$ cat config.mk
export PLATFORM = sky130hd
export DESIGN_NAME = tpg_ring_accum
export DESIGN_NICKNAME = d
export VERILOG_FILES = /design/src/rtl/tpg_pkg.sv /design/src/rtl/tpg_rst_sync.sv /design/src/rtl/tpg_ring.sv /design/src/rtl/tpg_csa_add.sv /design/src/rtl/tpg_accum.sv /design/src/rtl/tpg_ring_accum.sv
export SDC_FILE = /design/constraint.sdc
export NUM_CORES = 1
export LEC_CHECK = 0
export ABC_AREA = 1
export BUFFER_PORTS_ARGS = -buffer_cell sky130_fd_sc_hd__buf_2
export CAP_MARGIN = 10
export CORE_MARGIN = 10
export CORE_UTILIZATION = 30
export CTS_CLUSTER_DIAMETER = 40
export DETAILED_ROUTE_END_ITERATION = 8
export SYNTH_ARGS = -nofsm -noshare
export SYNTH_HDL_FRONTEND = slang
export SYNTH_SLANG_ARGS = --single-unit
export TNS_END_PERCENT = 1
$ cat constraint.sdc
create_clock -name clk -period 0.9 [get_ports clk]
set_input_delay 0.27 -clock clk [delete_from_list [all_inputs] [get_ports clk]]
set_output_delay 0.27 -clock clk [all_outputs]
set_load 0.05 [all_outputs]
$ cat src/rtl/tpg_pkg.sv
package tpg_pkg;
  // Default geometry of the generator.
  localparam int unsigned PAT_W = 8;
  localparam int unsigned CSA_BLK = 4;
  localparam int unsigned OPND_W = PAT_W / 2;
endpackage

$ cat src/rtl/tpg_rst_sync.sv
module tpg_rst_sync (
  input  logic clk,
  input  logic rst_n,
  output logic rst_n_sync
);
  logic [1:0] sync_q;
  logic [1:0] sync_d;

  always_comb begin
    sync_d = {sync_q[0], 1'b1};
  end

  always_ff @(posedge clk or negedge rst_n) begin
    if (!rst_n) begin
      sync_q <= 2'b00;
    end else begin
      sync_q <= sync_d;
    end
  end

  assign rst_n_sync = sync_q[1];
endmodule

$ cat src/rtl/tpg_ring.sv
module tpg_ring #(
  parameter int unsigned W = 8
) (
  input  logic         clk,
  input  logic         rst_n,
  input  logic         step,
  input  logic         clr,
  output logic [W-1:0] word
);
  localparam logic [W-1:0] SEED = W'(1);

  logic [W-1:0] word_q;
  logic [W-1:0] word_d;

  // Next state: clear wins, otherwise rotate left by one on a step.
  always_comb begin
    word_d = word_q;
    if (clr) begin
      word_d = SEED;
    end else if (step) begin
      word_d = {word_q[W-2:0], word_q[W-1]};
    end
  end

  always_ff @(posedge clk or negedge rst_n) begin
    if (!rst_n) begin
      word_q <= SEED;
    end else begin
      word_q <= word_d;
    end
  end

  assign word = word_q;

  // the ring always holds exactly one set bit.
  a_r2_ring_onehot: assert property (@(posedge clk) disable iff (!rst_n)
    $countones(word_q) == 1);

  // a step moves the set bit one place up, wrapping at the top.
  a_r2_ring_rotate: assert property (@(posedge clk) disable iff (!rst_n)
    (step && !clr) |=> (word_q == {$past(word_q[W-2:0]), $past(word_q[W-1])}));

  // clear restores the seed word.
  a_r8_ring_clear: assert property (@(posedge clk) disable iff (!rst_n)
    clr |=> (word_q == SEED));

  // an idle cycle leaves the ring untouched.
  a_r7_ring_hold: assert property (@(posedge clk) disable iff (!rst_n)
    (!step && !clr) |=> $stable(word_q));
endmodule

$ cat src/rtl/tpg_csa_add.sv
module tpg_csa_add #(
  parameter int unsigned W   = 8,
  parameter int unsigned BLK = 4
) (
  input  logic [W-1:0] x,
  input  logic [W-1:0] y,
  output logic [W-1:0] sum
);
  localparam int unsigned NBLK = W / BLK;

  // carry[b] is the carry into block b (b >= 1).
  logic [NBLK-1:1] carry;

  for (genvar b = 0; b < NBLK; b++) begin : g_blk
    logic [BLK-1:0] xs;
    logic [BLK-1:0] ys;
    assign xs = x[b*BLK +: BLK];
    assign ys = y[b*BLK +: BLK];

    if (b == 0) begin : g_first
      // Lowest block: single ripple sum with carry-in zero.
      logic [BLK:0] r0;
      assign r0 = {1'b0, xs} + {1'b0, ys};
      assign sum[b*BLK +: BLK] = r0[BLK-1:0];
      assign carry[b+1] = r0[BLK];
    end else if (b == NBLK - 1) begin : g_last
      // Top block: carry out is discarded, so only BLK-wide sums.
      logic [BLK-1:0] s0;
      logic [BLK-1:0] s1;
      assign s0 = xs + ys;
      assign s1 = xs + ys + BLK'(1);
      assign sum[b*BLK +: BLK] = carry[b] ? s1 : s0;
    end else begin : g_mid
      // Middle block: both carry-in cases, selected by the lower carry.
      logic [BLK:0] r0;
      logic [BLK:0] r1;
      assign r0 = {1'b0, xs} + {1'b0, ys};
      assign r1 = {1'b0, xs} + {1'b0, ys} + (BLK+1)'(1);
      assign sum[b*BLK +: BLK] = carry[b] ? r1[BLK-1:0] : r0[BLK-1:0];
      assign carry[b+1] = carry[b] ? r1[BLK] : r0[BLK];
    end
  end

  // the selected result matches a plain modular sum.
  always_comb begin
    a_r6_csa_sum: assert (sum == (x + y));
  end
endmodule

$ cat src/rtl/tpg_accum.sv
module tpg_accum #(
  parameter int unsigned W   = 8,
  parameter int unsigned BLK = 4
) (
  input  logic         clk,
  input  logic         rst_n,
  input  logic         step,
  input  logic         clr,
  input  logic [W-1:0] ring_word,
  output logic [W-1:0] acc,
  output logic         valid
);
  logic [W-1:0] stage_q, stage_d;
  logic [W-1:0] acc_q, acc_d;
  logic         loaded_q, loaded_d;
  logic         valid_q, valid_d;
  logic [W-1:0] add_res;

  tpg_csa_add #(.W(W), .BLK(BLK)) u_add (
    .x   (acc_q),
    .y   (stage_q),
    .sum (add_res)
  );

  // Next state: stage the ring word and fold the previous stage into acc.
  always_comb begin
    stage_d  = stage_q;
    acc_d    = acc_q;
    loaded_d = loaded_q;
    valid_d  = valid_q;
    if (clr) begin
      stage_d  = '0;
      acc_d    = '0;
      loaded_d = 1'b0;
      valid_d  = 1'b0;
    end else if (step) begin
      stage_d  = ring_word;
      acc_d    = add_res;
      loaded_d = 1'b1;
      valid_d  = valid_q | loaded_q;
    end
  end

  always_ff @(posedge clk or negedge rst_n) begin
    if (!rst_n) begin
      stage_q  <= '0;
      acc_q    <= '0;
      loaded_q <= 1'b0;
      valid_q  <= 1'b0;
    end else begin
      stage_q  <= stage_d;
      acc_q    <= acc_d;
      loaded_q <= loaded_d;
      valid_q  <= valid_d;
    end
  end

  assign acc   = acc_q;
  assign valid = valid_q;

  // nothing has reached the accumulator before the stage is loaded.
  a_r3_empty_until_loaded: assert property (@(posedge clk) disable iff (!rst_n)
    !loaded_q |-> (acc_q == '0 && !valid_q));

  // a step adds the staged word, wrapping modulo 2**W.
  a_r5_accumulate: assert property (@(posedge clk) disable iff (!rst_n)
    (step && !clr) |=> (acc_q == W'($past(acc_q) + $past(stage_q))));

  // valid rises only on a step taken with the stage already loaded.
  a_r4_valid_rise: assert property (@(posedge clk) disable iff (!rst_n)
    $rose(valid_q) |-> ($past(loaded_q) && $past(step)));

  // idle cycles hold the outputs.
  a_r7_hold: assert property (@(posedge clk) disable iff (!rst_n)
    (!step && !clr) |=> ($stable(acc_q) && $stable(valid_q)));

  // clear empties the accumulator and drops valid.
  a_r8_clear: assert property (@(posedge clk) disable iff (!rst_n)
    clr |=> (acc_q == '0 && !valid_q && stage_q == '0));

  // valid is sticky until clear.
  a_r10_valid_sticky: assert property (@(posedge clk) disable iff (!rst_n)
    (valid_q && !clr) |=> valid_q);
endmodule

$ cat src/rtl/tpg_ring_accum.sv
module tpg_ring_accum
  import tpg_pkg::*;
#(
  parameter int unsigned W   = PAT_W,
  parameter int unsigned BLK = CSA_BLK
) (
  input  logic           clk,
  input  logic           rst_n,
  input  logic           en,
  input  logic           clr,
  output logic [W-1:0]   pattern,
  output logic [W/2-1:0] op_lo,
  output logic [W/2-1:0] op_hi,
  output logic           pat_valid
);
  localparam int unsigned HALF = W / 2;

  logic         rst_n_int;
  logic [W-1:0] ring_word;

  tpg_rst_sync u_rst (
    .clk        (clk),
    .rst_n      (rst_n),
    .rst_n_sync (rst_n_int)
  );

  tpg_ring #(.W(W)) u_ring (
    .clk   (clk),
    .rst_n (rst_n_int),
    .step  (en),
    .clr   (clr),
    .word  (ring_word)
  );

  tpg_accum #(.W(W), .BLK(BLK)) u_acc (
    .clk       (clk),
    .rst_n     (rst_n_int),
    .step      (en),
    .clr       (clr),
    .ring_word (ring_word),
    .acc       (pattern),
    .valid     (pat_valid)
  );

  assign op_lo = pattern[HALF-1:0];
  assign op_hi = pattern[W-1:HALF];

  // the operand halves tile the pattern.
  a_r9_split: assert property (@(posedge clk) disable iff (!rst_n_int)
    {op_hi, op_lo} == pattern);

  // during internal reset the outputs are quiet.
  always_comb begin
    if (!rst_n_int) begin
      a_r1_reset_quiet: assert (pattern == '0 && !pat_valid);
    end
  end
endmodule

# After elaboration in Yosys (flattened, before gate mapping)
# Cells that the tools add are included.
[totals] regBits=28 in_bits=4 output_inout_bits=17 wordCells=22
[classes] add_sub_neg=3 mux=11 bitwise_logic=1 n_reduce_logical=1
[op_table] operator="two-way mux 8 bit" count=6
[op_table] operator="adder 4 x 4 -> 5 bit" count=1
[op_table] operator="adder 4 x 1 -> 4 bit (second input constant)" count=1
[op_table] operator="adder 4 bit" count=1
[op_table] operator="two-way mux 1 bit" count=4
[op_table] operator="two-way mux 4 bit" count=1
[op_table] operator="nonzero test 2 bit" count=1
[op_table] operator="bitwise OR 1 bit" count=1

# Longest topological paths before layout
# Gate-level depths: netlist of the first run.
[logic_depth] depth_word=5 ltp_mapped=11 ltp_nobuf=11

# Modules after synthesis
# Synthesis of the first run repeated with hierarchy kept, for this count alone.
[hier_totals] cells_unflattened=193 hier_area_um2=1602.8
[modules_own_cells] mod="tpg_accum" n_inst=1 cells_each=77 area_per_inst_um2=726.9 seq_area_each_um2=450.4
[modules_own_cells] mod="tpg_csa_add" n_inst=1 cells_each=69 area_per_inst_um2=421.7 seq_area_each_um2=0.0
[modules_own_cells] mod="tpg_ring" n_inst=1 cells_each=36 area_per_inst_um2=340.3 seq_area_each_um2=201.4
[modules_own_cells] mod="tpg_ring_accum" n_inst=1 cells_each=8 area_per_inst_um2=60.1 seq_area_each_um2=0.0
[modules_own_cells] mod="tpg_rst_sync" n_inst=1 cells_each=3 area_per_inst_um2=53.8 seq_area_each_um2=50.0

# Worst setup path before layout of the first run
# OpenSTA, ideal clock, no wires.
[synth_timing] path_type="reg-to-reg" from="reg u_acc.acc_q[4], in the netlist u_acc.acc[4]" to="reg u_acc.acc_q[5], in the netlist u_acc.acc[5]" setup_time_ns=0.123 arrival_ns=1.865 t_required_ns=0.777 setup_slack_ns=-1.088 path_stages_with_launch=6 path_buffers=0 period_less_slack_ns=1.988 path_cell_list="dfrtp_1 > ha_1 > fa_1 > ha_1 > a31oi_1 > o21ai_1"
[synth_between] elab_chain_len=5
[synth_lines] element="start: declaration" line="tpg_accum.sv:14" rtl="logic [W-1:0] acc_q, acc_d;"
[synth_lines] element="start signal: assignment" line="tpg_accum.sv:47" rtl="acc_q <= '0;"
[synth_lines] element="start signal: assignment" line="tpg_accum.sv:52" rtl="acc_q <= acc_d;"
[synth_lines] element="adder 4 bit *" line="tpg_csa_add.sv:30, tpg_csa_add.sv:31"
[synth_lines] element="adder 4 x 1 -> 4 bit" line="tpg_csa_add.sv:31" rtl="assign s1 = xs + ys + BLK'(1);"
[synth_lines] element="two-way mux 4 bit *" line="tpg_csa_add.sv:32" rtl="assign sum[b*BLK +: BLK] = carry[b] ? s1 : s0;"
[synth_lines] element="two-way mux 8 bit *" line="tpg_accum.sv:36" rtl="end else if (step) begin"
[synth_lines] element="two-way mux 8 bit *" line="tpg_accum.sv:31" rtl="if (clr) begin"
# Every way passes the cells marked *; elsewhere a longest branch is shown, timed or not. The select of a mux whose other input is x is not followed.
# A chain may end at the register's enable or synchronous reset.

# Worst setup path after layout of the first run
# Ends and elaborated chain as after synthesis.

==> qor.yml, run 1 <==
status: "finished with violations"
violations: "setup timing"
synth_top_family_by_area: "simple AND/OR/NAND/NOR gates"
synth_top_area_share: 0.424
synth_edf_count: 0
route.detailed.drc: 0
muxShareOfSynthArea: 0
start_util: 0.315
num_vias: 1011
synth_area_um2: 1180
coreArea_um2: 3740
critPathArrivalTime_ns: 1.94
dieArea_um2: 6840
fp.dieW_um: 82.7
setup_viol: 25
synth_fa_ha_area_frac: 0.119
dp_hpwl_um: 2180
critPathTopFamily: "adder cells"
fmax_mhz: 563
synthSimpleGateAreaFrac: 0.193
syn_to_final_growth_pct: 42.0
die_y_um: 82.7
synth_area_leaders: "dfrtp_1 (42%), nand2_1 (10%), ha_1 (8.5%)"
place_congestion: 0.843
dp_cells: 212
fp-row-count: 22
finalHoldViolations: 0
hold_class: "flip-flop to async pin"
power_frac_comb: 0.142
placed_cell_area_um2: 1450
synthXorXnorAreaFrac: 0.00742
synth_warnings: 0
drt_iter0_markers: 41
cap_violations: 0
grt_usage: 0.0891
p_switching_mw: 0.521
min_period_ns: 1.78
yosysTopAreaCell: "dfrtp_1"
wirelength_um: 2900
clock_sinks: 21
cp-start-kind: "flip-flop"
crit_type: "flip-flop to flip-flop"
rsz0062_at_grt: "true"
final_nets: 185
gr-total-overflow: 0
cts_root_buf: "clkbuf_8"
drive_above_1_share: 0.394
firstDrtPassIters: 4
p_leak_nw: 0.833
layoutNonFillerInstCount: 218
power.internal_mw: 1.39
grt_max_degree: 13
path_clk_slew_ns: 0.08
sw_frac_of_total: 0.273
cp-end-kind: "flip-flop"
synth_area_per_cell_um2: 8.94
worst_slack_ns: -0.876
finalSetupTns_ns: -9.89
finalCritPeriodShare: 1.97
finalClockSkew_ns: 0.00500
port-buffer-count: 20
dpl_worst_slack_ns: -0.830
htreeDepth: 1
cts_buffers: 3
io_pins: 21
crit_fanout: 3
cts_tree: "yes"
postSynthCellCount: 132
slowest_stage: "fa_2"
synth-compound-area-share: 0.115
worstPathRequired_ns: 1.06
ys.flop_type: "dfrtp_1"
grt_pass1_vias: 1044
antenna_cells: 0
synthDistinctLibCells: 23
pwr-share-clk: 0.336
drt-vias-per-instance: 4.64
clk_latency_ns: 0.26
design_area_um2: 1680
ys_seq_elements: 21
slowest_delay_ns: 0.61
layout.cells.most_common: "nand2_1"
async_flop_share: 1.00
antenna_found_initial: 0
grt_pass1_wl_um: 4820
p_seq_frac: 0.522
power_density_nw_per_um2: 1140
crit_path_cell_trace: "ha_4, fa_2, ha_1, a31oi_1, o21ai_1"
ys_seq_area_frac: 0.446
clockBufferDepth: 2
syn_nets: 146
critical_path_buf_inv_count: 0
layout_common_cells: "nand2_1 (31), buf_6 (19), buf_4 (18)"
peakVddDrop_mv: 0.937
routedWlPerCell_um: 13.3
maxSlewViolCount: 0
ant_nets: 0
## timing repair
action                                  CTS  global route
endpoints found under the setup margin   25            25
hold buffers                              1             0
pin swaps                                 2             6
setup buffers                             0             1
hold endpoints to repair                  2             0
resized for setup                        43             6
## layout make-up
cell class	instances	area, µm²
inverters	20	77.6
flip-flops and latches	21	533
repair buffers	42	389
well taps	48	60.1
multi-input cells	83	569
fillers	369	2070
clock buffers	3	41.3
clock inverters	1	5.00
## cell families after synthesis
logic type / count (synthesis)
simple gates: 49
buf+inv: 28
compound gates: 22
flops: 21
fa+ha+maj: 10
xor+xnor: 1
other cells: 1
## metal layers
layer | part of all wire | global-route usage
met1 | 0.40 | 0.102
met2 | 0.53 | 0.162
met3 | 0.059 | 0.0259
met4 | 0.0086 | 0.0151
met5 | 0 | 0
## cells in the mapped netlist (2+ instances only)
library cell	count
a21oi_1	4
a22o_1	2
buf_4	8
dfrtp_1	20
fa_1	2
ha_1	8
inv_1	17
inv_2	2
nand2_1	32
nand3_1	6
nand3_2	2
nor2_1	7
o21ai_1	5
o22ai_1	8
## power groups by stage
stage | Sequential (mW) | Clock (mW) | Combinational [mW]
after floorplan | 1.05 | 0 | 0.109
after global routing | 0.999 | 0.693 | 0.297
after global placement | 1.01 | 0 | 0.233
final | 0.996 | 0.640 | 0.272
after detailed placement | 1.01 | 0 | 0.237
after CTS | 0.996 | 0.659 | 0.273
## state kept, by name, indices dropped and copies added (netlist names)
name            flops
u_acc.acc           8
u_acc.valid         1
u_acc.stage_q       2
u_ring.word         7
u_rst.sync_q        2
u_acc.loaded_q      1
## per-stage QoR
step | hold slack, ns | power (mW) | utilization
5_1_grt | 0.0668 | 1.99 | 0.448
3_5_place_dp | 0.0553 | 1.25 | 0.386
6_report | 0.0527 | 1.91 | 0.448
3_3_place_gp | 0.0430 | 1.24 | 0.386
4_1_cts | 0.0600 | 1.93 | 0.441
2_1_floorplan | -0.0256 | 1.16 | -
## final timing paths
kind                       cells after the start             from  slack, ns             end
max reg2reg                                    5     u_acc.acc[4]      -0.88    u_acc.acc[5]
min                                            0  u_rst.sync_q[1]       0.05     u_acc.valid
max in group asynchronous                      1  u_rst.sync_q[1]       0.41  u_ring.word[0]
max                                            5     u_acc.acc[4]      -0.88    u_acc.acc[5]
min in group clk                               2              clr       0.29  u_acc.loaded_q
min reg2reg                                    0  u_rst.sync_q[1]       0.05     u_acc.valid
(Power assumes the default switching activity.)
==> run 2: changes to the inputs <==
- ABC_AREA: 1 -> unset
==> run 2 against run 1 <==
Effect of this change:
- the run still ends with setup timing left
- synthesized cell count decreased by 22%
- hold slack improved by 0.12 ns
- critical path depth increased by 1
- clock power decreased by 4.2%
- power increased by 3.7%
==> qor.yml, run 2 <==
drive_above_1_share: 0.437
fp.dieW_um: 81.9
coreArea_um2: 3690
final_nets: 157
synth_area_um2: 1150
layoutNonFillerInstCount: 190
ys_seq_area_frac: 0.458
synth_most_common_cell: "dfrtp_1"
finalClockSkew_ns: 0.00390
cp-start-kind: "flip-flop"
rsz0062_at_grt: "true"
firstDrtPassIters: 4
placed_cell_area_um2: 1450
slowest_delay_ns: 0.53
maxSlewViolCount: 0
dpl_worst_slack_ns: -1.07
synth_edf_count: 0
power.internal_mw: 1.45
slowest_stage: "fa_1"
p_leak_nw: 0.867
num_vias: 851
nFillCells: 354
finalCritPeriodShare: 2.19
largest_reg_flops: 8
start_util: 0.312
pwr-share-clk: 0.310
critical_path_buf_inv_count: 0
port-buffer-count: 20
htreeDepth: 1
layout_common_cells: "buf_4 (26), nor2_1 (19), buf_6 (18)"
drt-vias-per-instance: 4.48
syn_to_final_growth_pct: 42.7
synth_area_leaders: "dfrtp_1 (43%), mux2i_1 (11%), ha_1 (8.7%)"
synthDistinctLibCells: 26
grt_pass1_wl_um: 4080
gr-total-overflow: 0
worstPathRequired_ns: 1.05
path_clk_slew_ns: 0.08
postSynthCellCount: 103
clock_sinks: 21
dp_hpwl_um: 1780
wirelength_um: 2290
synth_top_area_share: 0.435
finalSetupTns_ns: -10.78
p_seq_frac: 0.505
ant_nets: 0
clockBufferDepth: 2
setup_viol: 27
crit_type: "flip-flop to flip-flop"
synth_area_per_cell_um2: 11.2
power_density_nw_per_um2: 1200
fp-row-count: 22
cts_tree: "yes"
clk_latency_ns: 0.26
antenna_found_initial: 0
io_pins: 21
min_period_ns: 1.97
yosysTopAreaCell: "dfrtp_1"
dp_cells: 184
routedWlPerCell_um: 12.1
drt_iter0_markers: 17
hold_class: "flip-flop to async pin"
cts_root_buf: "clkbuf_8"
critPathArrivalTime_ns: 2.13
ys_seq_elements: 21
fin_util: 0.445
grt_pass1_vias: 920
cp-end-kind: "flip-flop"
synth_common_cells: "dfrtp_1 (20), nor2_1 (19), mux2i_1 (13), buf_4 (8), ha_1 (8)"
synth_warnings: 0
grt_max_degree: 24
violations: "setup timing"
route.detailed.drc: 0
ys.flop_type: "dfrtp_1"
finalHoldViolations: 0
async_flop_share: 1.00
crit_path_cell_trace: "ha_4, fa_1, nand2_1, a211oi_2, xnor3_1, a31o_2"
p_switching_mw: 0.532
power_frac_comb: 0.185
syn_nets: 117
grt_usage: 0.0769
cap_violations: 0
critPathTopFamily: "adder cells"
place_congestion: 0.695
crit_fanout: 3
die_y_um: 81.9
status: "finished with violations"
antenna_cells: 0
worst_slack_ns: -1.07
cts_buffers: 3
layout.cells.most_common: "buf_4"
dieArea_um2: 6710
peakVddDrop_mv: 1.09
sw_frac_of_total: 0.269
fmax_mhz: 507
design_area_um2: 1640
[run 2: cell count changes after synthesis, sizes merged, moves of 6 or more]
cell   change
nand2     -29
inv       -20
mux2i     +13
nor2      +10
o22ai      -8
nand3      -6
o21ai      -6
[run 2: layout make-up]
cell class                 instances  area (µm²)  share of cell area
timing repair buffer              48         438               0.267
sequential                        21         531               0.323
multi-input combinational         69         569               0.347
clock buffer                       4        45.0              0.0274
tap                               48        60.1              0.0366
[run 2: final timing paths]
path,start,to,slack [ns],cells after the start
worst max-delay path,u_ring.word[5],u_acc.acc[7],-1.07,6
worst min-delay path,u_rst.sync_q[1],u_acc.acc[7],0.18,1
worst max register to register,u_ring.word[5],u_acc.acc[7],-1.07,6
worst min register to register,u_rst.sync_q[1],u_acc.acc[7],0.18,1
max in group asynchronous,rst_n,u_rst.sync_q[0],0.49,2
min in group clk,clr,u_acc.acc[6],0.23,2
[run 2: worst reg2reg max path: stages (launching register included)]
cell and delay (ns):
dfrtp_1 0.42, ha_4 0.18, fa_1 0.53, nand2_1 0.08
a211oi_2 0.17, xnor3_1 0.26, a31o_2 0.24
[run 2: power by group through the flow]
stage               clock network [mW]  logic, mW  registers [mW]
floorplan                            0      0.162            1.08
global placement                     0      0.319            1.02
detailed placement                   0      0.327            1.02
CTS                              0.636      0.373           0.999
global route                     0.688      0.397            1.00
finish                           0.613      0.367           0.999
[run 2: per-stage QoR]
stage	hold WS, ns	total power, mW
2_1_floorplan	-0.0256	1.24
3_3_place_gp	0.0547	1.33
3_5_place_dp	0.0565	1.34
4_1_cts	0.191	2.01
5_1_grt	0.226	2.09
6_report	0.177	1.98
[run 2: repair_timing]
action	CTS	global route
pin swaps	4	3
gates cloned	0	0
endpoints found under the setup margin	26	27
hold buffers	1	0
endpoints found under the hold margin	2	0
gates resized for setup	39	2
buffers inserted	0	1
[run 2: layer usage]
layer  share of wire  track usage  up-vias
met3           0.068       0.0229        4
met5               0            0        -
li1                -            -      423
met2            0.47        0.126       19
met4           0.014       0.0357        0
met1            0.45       0.0903      405
[run 2: cell families (layout without fill, tap and decap cells)]
kind of cell / after synthesis / after routing / synth area share
buf+inv: 13 / 52 / 0.0707
mux: 13 / 13 / 0.113
other cells: 1 / 1 / 0.00326
fa+ha+maj: 10 / 10 / 0.122
compound gates: 13 / 13 / 0.0848
simple gates: 26 / 26 / 0.0913
flops: 21 / 21 / 0.458
xor+xnor: 6 / 6 / 0.0576
